File: src/rtl/tsw_pkg.sv
package tsw_pkg;
   typedef enum logic [1:0] {
      OP_ONE  = 2'b00,
      OP_PAIR = 2'b01,
      OP_FILL = 2'b10,
      OP_NONE = 2'b11
   } tsw_op_e;

   typedef enum logic [2:0] {
      ST_IDLE,
      ST_RD_A,
      ST_WR_A,
      ST_RD_B,
      ST_WR_B,
      ST_PAIR,
      ST_FILL
   } tsw_state_e;

   localparam int GRANULE_LOG = 4;
   localparam int TAGBYTE_LOG = GRANULE_LOG + 1;
endpackage

File: src/rtl/tsw_addr_decode.sv
module tsw_addr_decode #(
   parameter int TAG_AW = 12,
   parameter int FB_LOG = 1
) (
   input  logic [TAG_AW+4:0] addr_lo,
   output logic [TAG_AW-1:0] byte_idx,
   output logic              hi_nib,
   output logic              aligned,
   output logic [TAG_AW-1:0] fill_base
);
   assign byte_idx = addr_lo[TAG_AW+4:5];
   assign hi_nib   = addr_lo[4];
   assign aligned  = (addr_lo[3:0] == 4'd0);

   generate
      if (FB_LOG == 0) begin : g_fill_one
         assign fill_base = byte_idx;
      end else begin : g_fill_many
         assign fill_base = {byte_idx[TAG_AW-1:FB_LOG], {FB_LOG{1'b0}}};
      end
   endgenerate
endmodule

File: src/rtl/tsw_nib_merge.sv
module tsw_nib_merge (
   input  logic [7:0] old_byte,
   input  logic [3:0] tag,
   input  logic       hi,
   output logic [7:0] new_byte
);
   assign new_byte = hi ? {tag, old_byte[3:0]} : {old_byte[7:4], tag};
endmodule

File: src/rtl/tsw_fill_seq.sv
module tsw_fill_seq #(
   parameter int FILL_BYTES = 2,
   parameter int CW         = 1
) (
   input  logic          clk,
   input  logic          rst_n,
   input  logic          load,
   input  logic          advance,
   output logic [CW-1:0] off,
   output logic          last
);
   logic [CW-1:0] cnt_q;

   always_ff @(posedge clk or negedge rst_n) begin
      if (!rst_n)       cnt_q <= '0;
      else if (load)    cnt_q <= '0;
      else if (advance) cnt_q <= cnt_q + CW'(1);
   end

   assign off  = cnt_q;
   assign last = (cnt_q == CW'(FILL_BYTES - 1));
endmodule

File: src/rtl/tag_nibble_writer.sv
module tag_nibble_writer #(
   parameter int TAG_AW      = 12,
   parameter int BLOCK_BYTES = 64
) (
   input  logic              clk,
   input  logic              rst_n,
   input  logic              cmd_valid,
   input  logic [1:0]        cmd_op,
   input  logic [63:0]       cmd_addr,
   input  logic [3:0]        cmd_tag,
   input  logic              page_tagged,
   output logic              busy,
   output logic              align_fault,
   output logic              mem_en,
   output logic              mem_we,
   output logic [TAG_AW-1:0] mem_addr,
   output logic [7:0]        mem_wdata,
   input  logic [7:0]        mem_rdata
);
   import tsw_pkg::*;

   localparam int FILL_BYTES = BLOCK_BYTES / 32;
   localparam int FB_LOG     = $clog2(FILL_BYTES);
   localparam int CW         = (FB_LOG > 0) ? FB_LOG : 1;

   generate
      if (BLOCK_BYTES < 32 || (BLOCK_BYTES & (BLOCK_BYTES - 1)) != 0) begin : g_bad_block
         $error("BLOCK_BYTES must be a power of two of at least 32");
      end
      if (TAG_AW <= FB_LOG || TAG_AW < 1) begin : g_bad_aw
         $error("TAG_AW must exceed log2 of tag bytes per block");
      end
   endgenerate

   tsw_state_e        state_q, state_d;
   logic [TAG_AW-1:0] idx_q;
   logic [3:0]        tag_q;
   logic              hi_q, split_q, fault_q;

   logic [TAG_AW-1:0] dec_idx, dec_base;
   logic              dec_hi, dec_aligned;
   logic [CW-1:0]     fill_off;
   logic              fill_last;
   logic [7:0]        merged;
   logic              merge_hi;
   logic              accept, misaligned, go;
   tsw_op_e           op;
   logic              unused_addr_hi;

   assign unused_addr_hi = ^cmd_addr[63:TAG_AW+5];
   assign op = tsw_op_e'(cmd_op);

   tsw_addr_decode #(.TAG_AW(TAG_AW), .FB_LOG(FB_LOG)) u_dec (
      .addr_lo   (cmd_addr[TAG_AW+4:0]),
      .byte_idx  (dec_idx),
      .hi_nib    (dec_hi),
      .aligned   (dec_aligned),
      .fill_base (dec_base)
   );

   tsw_fill_seq #(.FILL_BYTES(FILL_BYTES), .CW(CW)) u_fill (
      .clk     (clk),
      .rst_n   (rst_n),
      .load    (go && op == OP_FILL),
      .advance (state_q == ST_FILL),
      .off     (fill_off),
      .last    (fill_last)
   );

   assign merge_hi = (state_q == ST_WR_B) ? 1'b0 : hi_q;

   tsw_nib_merge u_merge (
      .old_byte (mem_rdata),
      .tag      (tag_q),
      .hi       (merge_hi),
      .new_byte (merged)
   );

   assign busy       = (state_q != ST_IDLE);
   assign accept     = cmd_valid && !busy && (op != OP_NONE);
   assign misaligned = (op != OP_FILL) && !dec_aligned;
   assign go         = accept && !misaligned && page_tagged;

   always_comb begin
      state_d = state_q;
      unique case (state_q)
         ST_IDLE: begin
            if (go) begin
               unique case (op)
                  OP_ONE:  state_d = ST_RD_A;
                  OP_PAIR: state_d = dec_hi ? ST_RD_A : ST_PAIR;
                  default: state_d = ST_FILL;
               endcase
            end
         end
         ST_RD_A: state_d = ST_WR_A;
         ST_WR_A: state_d = split_q ? ST_RD_B : ST_IDLE;
         ST_RD_B: state_d = ST_WR_B;
         ST_WR_B: state_d = ST_IDLE;
         ST_PAIR: state_d = ST_IDLE;
         ST_FILL: state_d = fill_last ? ST_IDLE : ST_FILL;
         default: state_d = ST_IDLE;
      endcase
   end

   always_ff @(posedge clk or negedge rst_n) begin
      if (!rst_n) begin
         state_q <= ST_IDLE;
         idx_q   <= '0;
         tag_q   <= '0;
         hi_q    <= 1'b0;
         split_q <= 1'b0;
         fault_q <= 1'b0;
      end else begin
         state_q <= state_d;
         fault_q <= accept && misaligned;
         if (go) begin
            tag_q   <= cmd_tag;
            hi_q    <= dec_hi;
            split_q <= (op == OP_PAIR) && dec_hi;
            idx_q   <= (op == OP_FILL) ? dec_base : dec_idx;
         end
      end
   end

   assign align_fault = fault_q;

   always_comb begin
      mem_en    = 1'b0;
      mem_we    = 1'b0;
      mem_addr  = idx_q;
      mem_wdata = {tag_q, tag_q};
      unique case (state_q)
         ST_RD_A: mem_en = 1'b1;
         ST_WR_A: begin
            mem_en    = 1'b1;
            mem_we    = 1'b1;
            mem_wdata = merged;
         end
         ST_RD_B: begin
            mem_en   = 1'b1;
            mem_addr = idx_q + TAG_AW'(1);
         end
         ST_WR_B: begin
            mem_en    = 1'b1;
            mem_we    = 1'b1;
            mem_addr  = idx_q + TAG_AW'(1);
            mem_wdata = merged;
         end
         ST_PAIR: begin
            mem_en = 1'b1;
            mem_we = 1'b1;
         end
         ST_FILL: begin
            mem_en   = 1'b1;
            mem_we   = 1'b1;
            mem_addr = idx_q + TAG_AW'(fill_off);
         end
         default: ;
      endcase
   end
endmodule

File: config.mk
export PLATFORM = sky130hd
export DESIGN_NAME = tag_nibble_writer
export DESIGN_NICKNAME = d
export VERILOG_FILES = /design/src/rtl/tsw_pkg.sv /design/src/rtl/tsw_addr_decode.sv /design/src/rtl/tsw_nib_merge.sv /design/src/rtl/tsw_fill_seq.sv /design/src/rtl/tag_nibble_writer.sv
export SDC_FILE = /design/constraint.sdc
export NUM_CORES = 1
export LEC_CHECK = 0
export ABC_AREA = 1
export CORE_MARGIN = 2
export CORE_UTILIZATION = 43
export CTS_CLUSTER_SIZE = 10
export DETAILED_ROUTE_END_ITERATION = 16
export GPL_TIMING_DRIVEN = 0
export PLACE_DENSITY = 0.87
export SLEW_MARGIN = 0
export SYNTH_ARGS = -nofsm -noshare
export SYNTH_HDL_FRONTEND = slang
export SYNTH_HIERARCHICAL = 1
export SYNTH_SLANG_ARGS = --single-unit
File: constraint.sdc
create_clock -name clk -period 4 [get_ports clk]
set_input_delay 0.6 -clock clk [delete_from_list [all_inputs] [get_ports clk]]
set_output_delay 0.6 -clock clk [all_outputs]
set_load 0.02 [all_outputs]
Yosys cells after proc, flatten, opt, wreduce, memory -nomap -nowiden --
Index checks and enable logic that the tools add are counted.
Storage, ports and cells: bits in registers 23, word-level logic and storage cells 56
Cells by class: add/sub/neg operators 3, equal/unequal tests 11, muxes and demuxes 15, reduce and logical (&&, ||, !) cells 20
Operators by type and width (number):
- $pmux W12 S2 | 1
- $mux W8 | 2
- $pmux W3 S5 | 1
- $add A12 B1 Y12 | 1
- $add A12 B1 Y12 const B | 1
- $eq A3 B3 Y1 const B | 3
- $mux W3 | 3
- $logic_and A1 B1 Y1 | 8
- $eq A3 B2 Y1 const B | 2
- $mux W1 | 6
- $ne A2 B2 Y1 const B | 3
- $pmux W3 S2 | 1
- $reduce_or A6 Y1 | 1
- $logic_not A4 Y1 | 1
- $reduce_or A2 Y1 | 2
- $reduce_or A4 Y1 | 1
- $eq A3 B1 Y1 const B | 1
- $logic_not A1 Y1 | 3
- $logic_not A3 Y1 | 1
- $reduce_bool A3 Y1 | 1
- $eq A2 B1 Y1 const B | 1
- $eq A2 B2 Y1 const B | 1
- $logic_not A2 Y1 | 1
- $mux W2 | 1
- other kinds (2) | 2

Longest topological paths before layout --
depth in word-level cells 8, depth in mapped cells 12

Modules after synthesis --
Netlist, hierarchy kept.
Modules (own cells, without submodules):
- tag_nibble_writer | instances 1, cells an instance 243, area each 1635.3 um2, sequential area each 550.5 um2
- tsw_addr_decode | instances 1, cells an instance 33, area each 217.7 um2, sequential area each 0.0 um2
- tsw_nib_merge | instances 1, cells an instance 26, area each 105.1 um2, sequential area each 0.0 um2
- tsw_fill_seq | instances 1, cells an instance 7, area each 51.3 um2, sequential area each 25.0 um2

Least setup slack after synthesis --
No wires, ideal clock.
kind reg-to-output, start point register state_q[2], end point output mem_addr[6], arrival 1.677 ns, required time 3.400 ns, slack 1.723 ns, stages on the path, launching flop included 10, path buffers 0, cells stage by stage dfrtp_1 > inv_2 > nor2_1 > nand2_1 > ha_1 > ha_1 > nand3_1 > nor2_1 > nand2_1 > xnor2_1
On the way: cells in the longest elaborated chain, start to end 3, elaborated cells between the ends (all ways) 5, those cells by class eq/ne: 3; mux: 1; reduce/logical: 1
RTL lines:
- start, declared | RTL line tag_nibble_writer.sv:35 | tsw_state_e state_q, state_d;
- start signal, assigned | RTL line tag_nibble_writer.sv:115 | state_q <= state_d;
- $eq A3 B3 Y1 or $eq A3 B2 Y1 (tied branches) | RTL line tag_nibble_writer.sv:133 | unique case (state_q)
- $reduce_or A2 Y1 (no line)
- $pmux W12 S2 * | RTL line tag_nibble_writer.sv:133
- end, declared | RTL line tag_nibble_writer.sv:16 | output logic [TAG_AW-1:0] mem_addr,
Every way passes the cells marked *; elsewhere a longest branch is shown, timed or not.

Worst setup path in the final report --
start point register state_q[0], end point output mem_addr[8]
The elaborated chain is that of the path after synthesis.

==> impl_metrics.py <==
metrics = {
    "clocking": {
        "clock_sinks": 23,
        "post_cts_resized": 0,
        "cts.root.buffer_cell": "clkbuf_8",
        "cts-hold-fix-buffers": 0,
        "cts_made_buffers": 3,
        "clock_latency_on_the_worst_skew_pair_ps": 270,
        "cts.repair_timing.setup_buffer_count": 0,
        "cts_tree": "yes",
        "cts.htree.levels": 1,
        "clockBufferDepth": 2,
        "clkSlewWorstSetupHoldPaths_ps": 80,
    },
    "die": {
        "starting_density_of_the_core": 0.4552,
        "die_x_um": 72.36,
        "dieHeight_um": 72.36,
        "pin_count": 106,
        "std_cell_rows": 24,
        "die_area_mm2": 0.005236,
        "floorplan.core_area_mm2": 0.004414,
    },
    "cells_and_area": {
        "area_delta_synth_final_pct": 27.90,
        "antenna-diode-count": 0,
        "drive_gt1_frac": 0.1620,
        "fillers": 400,
        "final_design_area_no_fill_mm2": 0.002570,
        "nets": 443,
    },
    "synth": {
        "synth_largest_type_area_fraction": 0.2864,
        "synth.avg_cell_area_um2": 6.503,
        "async_flop_share": 1.000,
        "synth.yosys.warnings": 6,
        "synth.most_common_cell": "nand2_1",
        "post_synth_most_frequent_cells": "113 x nand2_1, 42 x inv_1, 26 x buf_4, 26 x o21ai_0, 23 x dfrtp_1",
        "number_of_synthesized_flops_with_an_enable_pin": 0,
        "synth.area.top_cells": "dfrtp_1 29%, nand2_1 21%, buf_4 9.7%",
        "syn-cell-area_mm2": 0.002009,
        "syn_inst": 309,
        "synth_seq_area_share": 0.2864,
        "ys_ff_latch": 23,
        "synth_top_cell_by_area": "dfrtp_1",
        "syn_nets": 393,
        "synth_ff_type": "dfrtp_1",
        "yosysUniqueCellTypes": 27,
    },
    "placement": {
        "numPortBuffers": 45,
        "detailedPlace.worstSlack_ps": 1083,
        "detailed_place_hpwl_mm": 3.471,
        "placed_cell_area_mm2": 0.002525,
        "gp_congestion": 0.8573,
    },
    "power_and_ir_drop": {
        "cell_internal_pwr_uw": 898.2,
        "max-vdd-ir-drop_uv": 234.0,
        "power_switching_share": 0.4620,
        "netSwitchingPower_uw": 771.4,
        "power.sequential.fraction": 0.269,
        "pwr_density_cell_mw_per_mm2": 649.6,
        "clock_power_share": 0.088,
        "static-leakage-power_nw": 1.363,
        "power.total_mw": 1.670,
        "proportion_of_power_drawn_by_combinational_gates": 0.643,
    },
    "timing": {
        "timing.final.hold_violations": 0,
        "finalHoldWorstSlack_ps": 507.0,
        "finalWorstSetupSlack_ps": 799.7,
        "timing.final.crit_period_ps": 3200,
        "unrepaired_setup_endpoints_after_global_routing": "false",
        "post-route-period-util": 0.8001,
        "timing.final.setup_violations": 0,
        "timing_worst_slew_pin_value_ps": 998.2,
        "slew_headroom": 0.3325,
        "totalNegativeSetupSlack_ps": 0,
        "maxClockFrequency_mhz": 312.5,
        "clock_skew_ps": 4.373,
        "final-max-slew-violation-count": 0,
    },
    "grt": {
        "grt_antenna_before_repair": 0,
        "grt_pass1_vias": 1780,
        "global_route.usage.total": 0.1674,
        "grt_max_degree": 24,
        "global_route.overflow_total": 0,
        "global_route_wire_length_before_repair_mm": 7.265,
    },
    "worst_setup_path": {
        "critical_path.startpoint_type": "register",
        "timing.critical_path.required_ps": 3400,
        "path_class": "reg -> out",
        "cp_data_arrival_time_ps": 2600,
        "kind_of_end_point_of_the_critical_path": "output pin",
        "critical_path.max_fanout": 5,
    },
    "route": {
        "postRouteWirelength_mm": 4.268,
        "vias": 1917,
        "drt_first_pass_iters": 5,
        "route.detailed.wl_per_inst_um": 10.41,
        "post-route-drc-count": 0,
        "ant_nets": 0,
        "dr.first_iter.drc_count": 128,
        "vias_per_cell": 4.676,
    },
    "job": {
        "max_cap_violations": 0,
    },
    "hold_path": {
        "min-delay-path-class": "reg -> reg",
    },
    "outcome": {
        "run_status": "completed",
    },
}
cell usage in the layout (no fill, tap or decap), drive strengths merged:
| master | netlist | layout |
|---|---|---|
| nand2 | 116 | 116 |
| inv | 46 | 46 |
| clkdlybuf4s50 | 0 | 45 |
| o21ai | 40 | 40 |
| buf | 32 | 32 |
| dfrtp | 23 | 23 |
| nor2 | 18 | 18 |
| nand3 | 17 | 17 |
| clkbuf | 2 | 6 |
| xnor2 | 4 | 4 |
| nand4 | 2 | 2 |
| ha | 2 | 2 |
| nand3b | 1 | 1 |
| a21boi | 1 | 1 |
| and3 | 1 | 1 |
| o21a | 1 | 1 |
| o211ai | 1 | 1 |
| a21oi | 1 | 1 |
| conb | 1 | 1 |
critical path, stage by stage (launching register included):
cell and delay, ps:
dfrtp_1 410, inv_2 110, nand2_1 90, nor2_1 230, nand2_1 90, ha_1 210, ha_1 200, nand3_1 80
nor2_1 70, nand2_1 110, o21ai_0 90, nand2_1 70, clkdlybuf4s50_1 590
registers in the layout, indices dropped and copies added (netlist names):
name and cells:
state_q 3, u_fill/last 1, hi_q 1, align_fault 1, idx_q 12, split_q 1
tag_q 4
per-stage QoR:
stage                 util  instances
floorplan                -        309
global placement    0.5720        406
detailed placement  0.5720        406
CTS                 0.5822        410
global route        0.5822        410
finish              0.5822        410
path summary, 6_finish.rpt:
| check | startpoint | end | slack (ps) | cells after the start |
|---|---|---|---|---|
| max in group asynchronous | rst_n | idx_q[10]$_DFFE_PN0P_ | 2520 | 1 |
| setup / recovery | state_q[0]$_DFFE_PN0P_ | mem_addr[8] | 800 | 12 |
| hold reg to reg | hi_q$_DFFE_PN0P_ | hi_q$_DFFE_PN0P_ | 510 | 2 |
| hold / removal | hi_q$_DFFE_PN0P_ | hi_q$_DFFE_PN0P_ | 510 | 2 |
| setup reg to reg | state_q[2]$_DFFE_PN0P_ | u_fill/last$_DFFE_PN0P_ | 2500 | 9 |
| min in group asynchronous | rst_n | tag_q[3]$_DFFE_PN0P_ | 880 | 1 |
metal layers:
layer | vias to the layer above | wire, µm | GRT usage
met5 | - | 0 | 0
met2 | 65 | 2060 | 0.2926
met3 | 4 | 272 | 0.02083
met1 | 822 | 1902 | 0.2196
met4 | 0 | 34 | 0.03983
li1 | 1026 | - | -
final cells by class:
class                      instances  area, µm²  share of cell area
buffer                            34      257.7              0.1003
tap                               52      65.06             0.02532
timing repair buffer              45      450.4              0.1753
multi-input combinational        206       1003              0.3905
clock buffer                       4      45.04             0.01753
sequential                        23      575.6              0.2240
inverter                          46      172.7             0.06719
power by group through the flow:
stage,sequential [mW],clock [mW],combinational (mW)
after floorplan,0.423,0,0.688
after global placement,0.443,0,1.06
after detailed placement,0.451,0,1.08
after CTS,0.447,0.145,1.08
after global routing,0.466,0.157,1.19
final,0.449,0.147,1.07
kinds of logic after synthesis:
family	synth area share
AO/OA/AOI/OAI	0.1432
XOR/XNOR	0.01743
adder cells (fa/ha/maj)	0.01245
buffers and inverters	0.2142
flip-flops	0.2864
other	0.001866
AND/OR/NAND/NOR	0.3244
(Power assumes the default switching activity.)
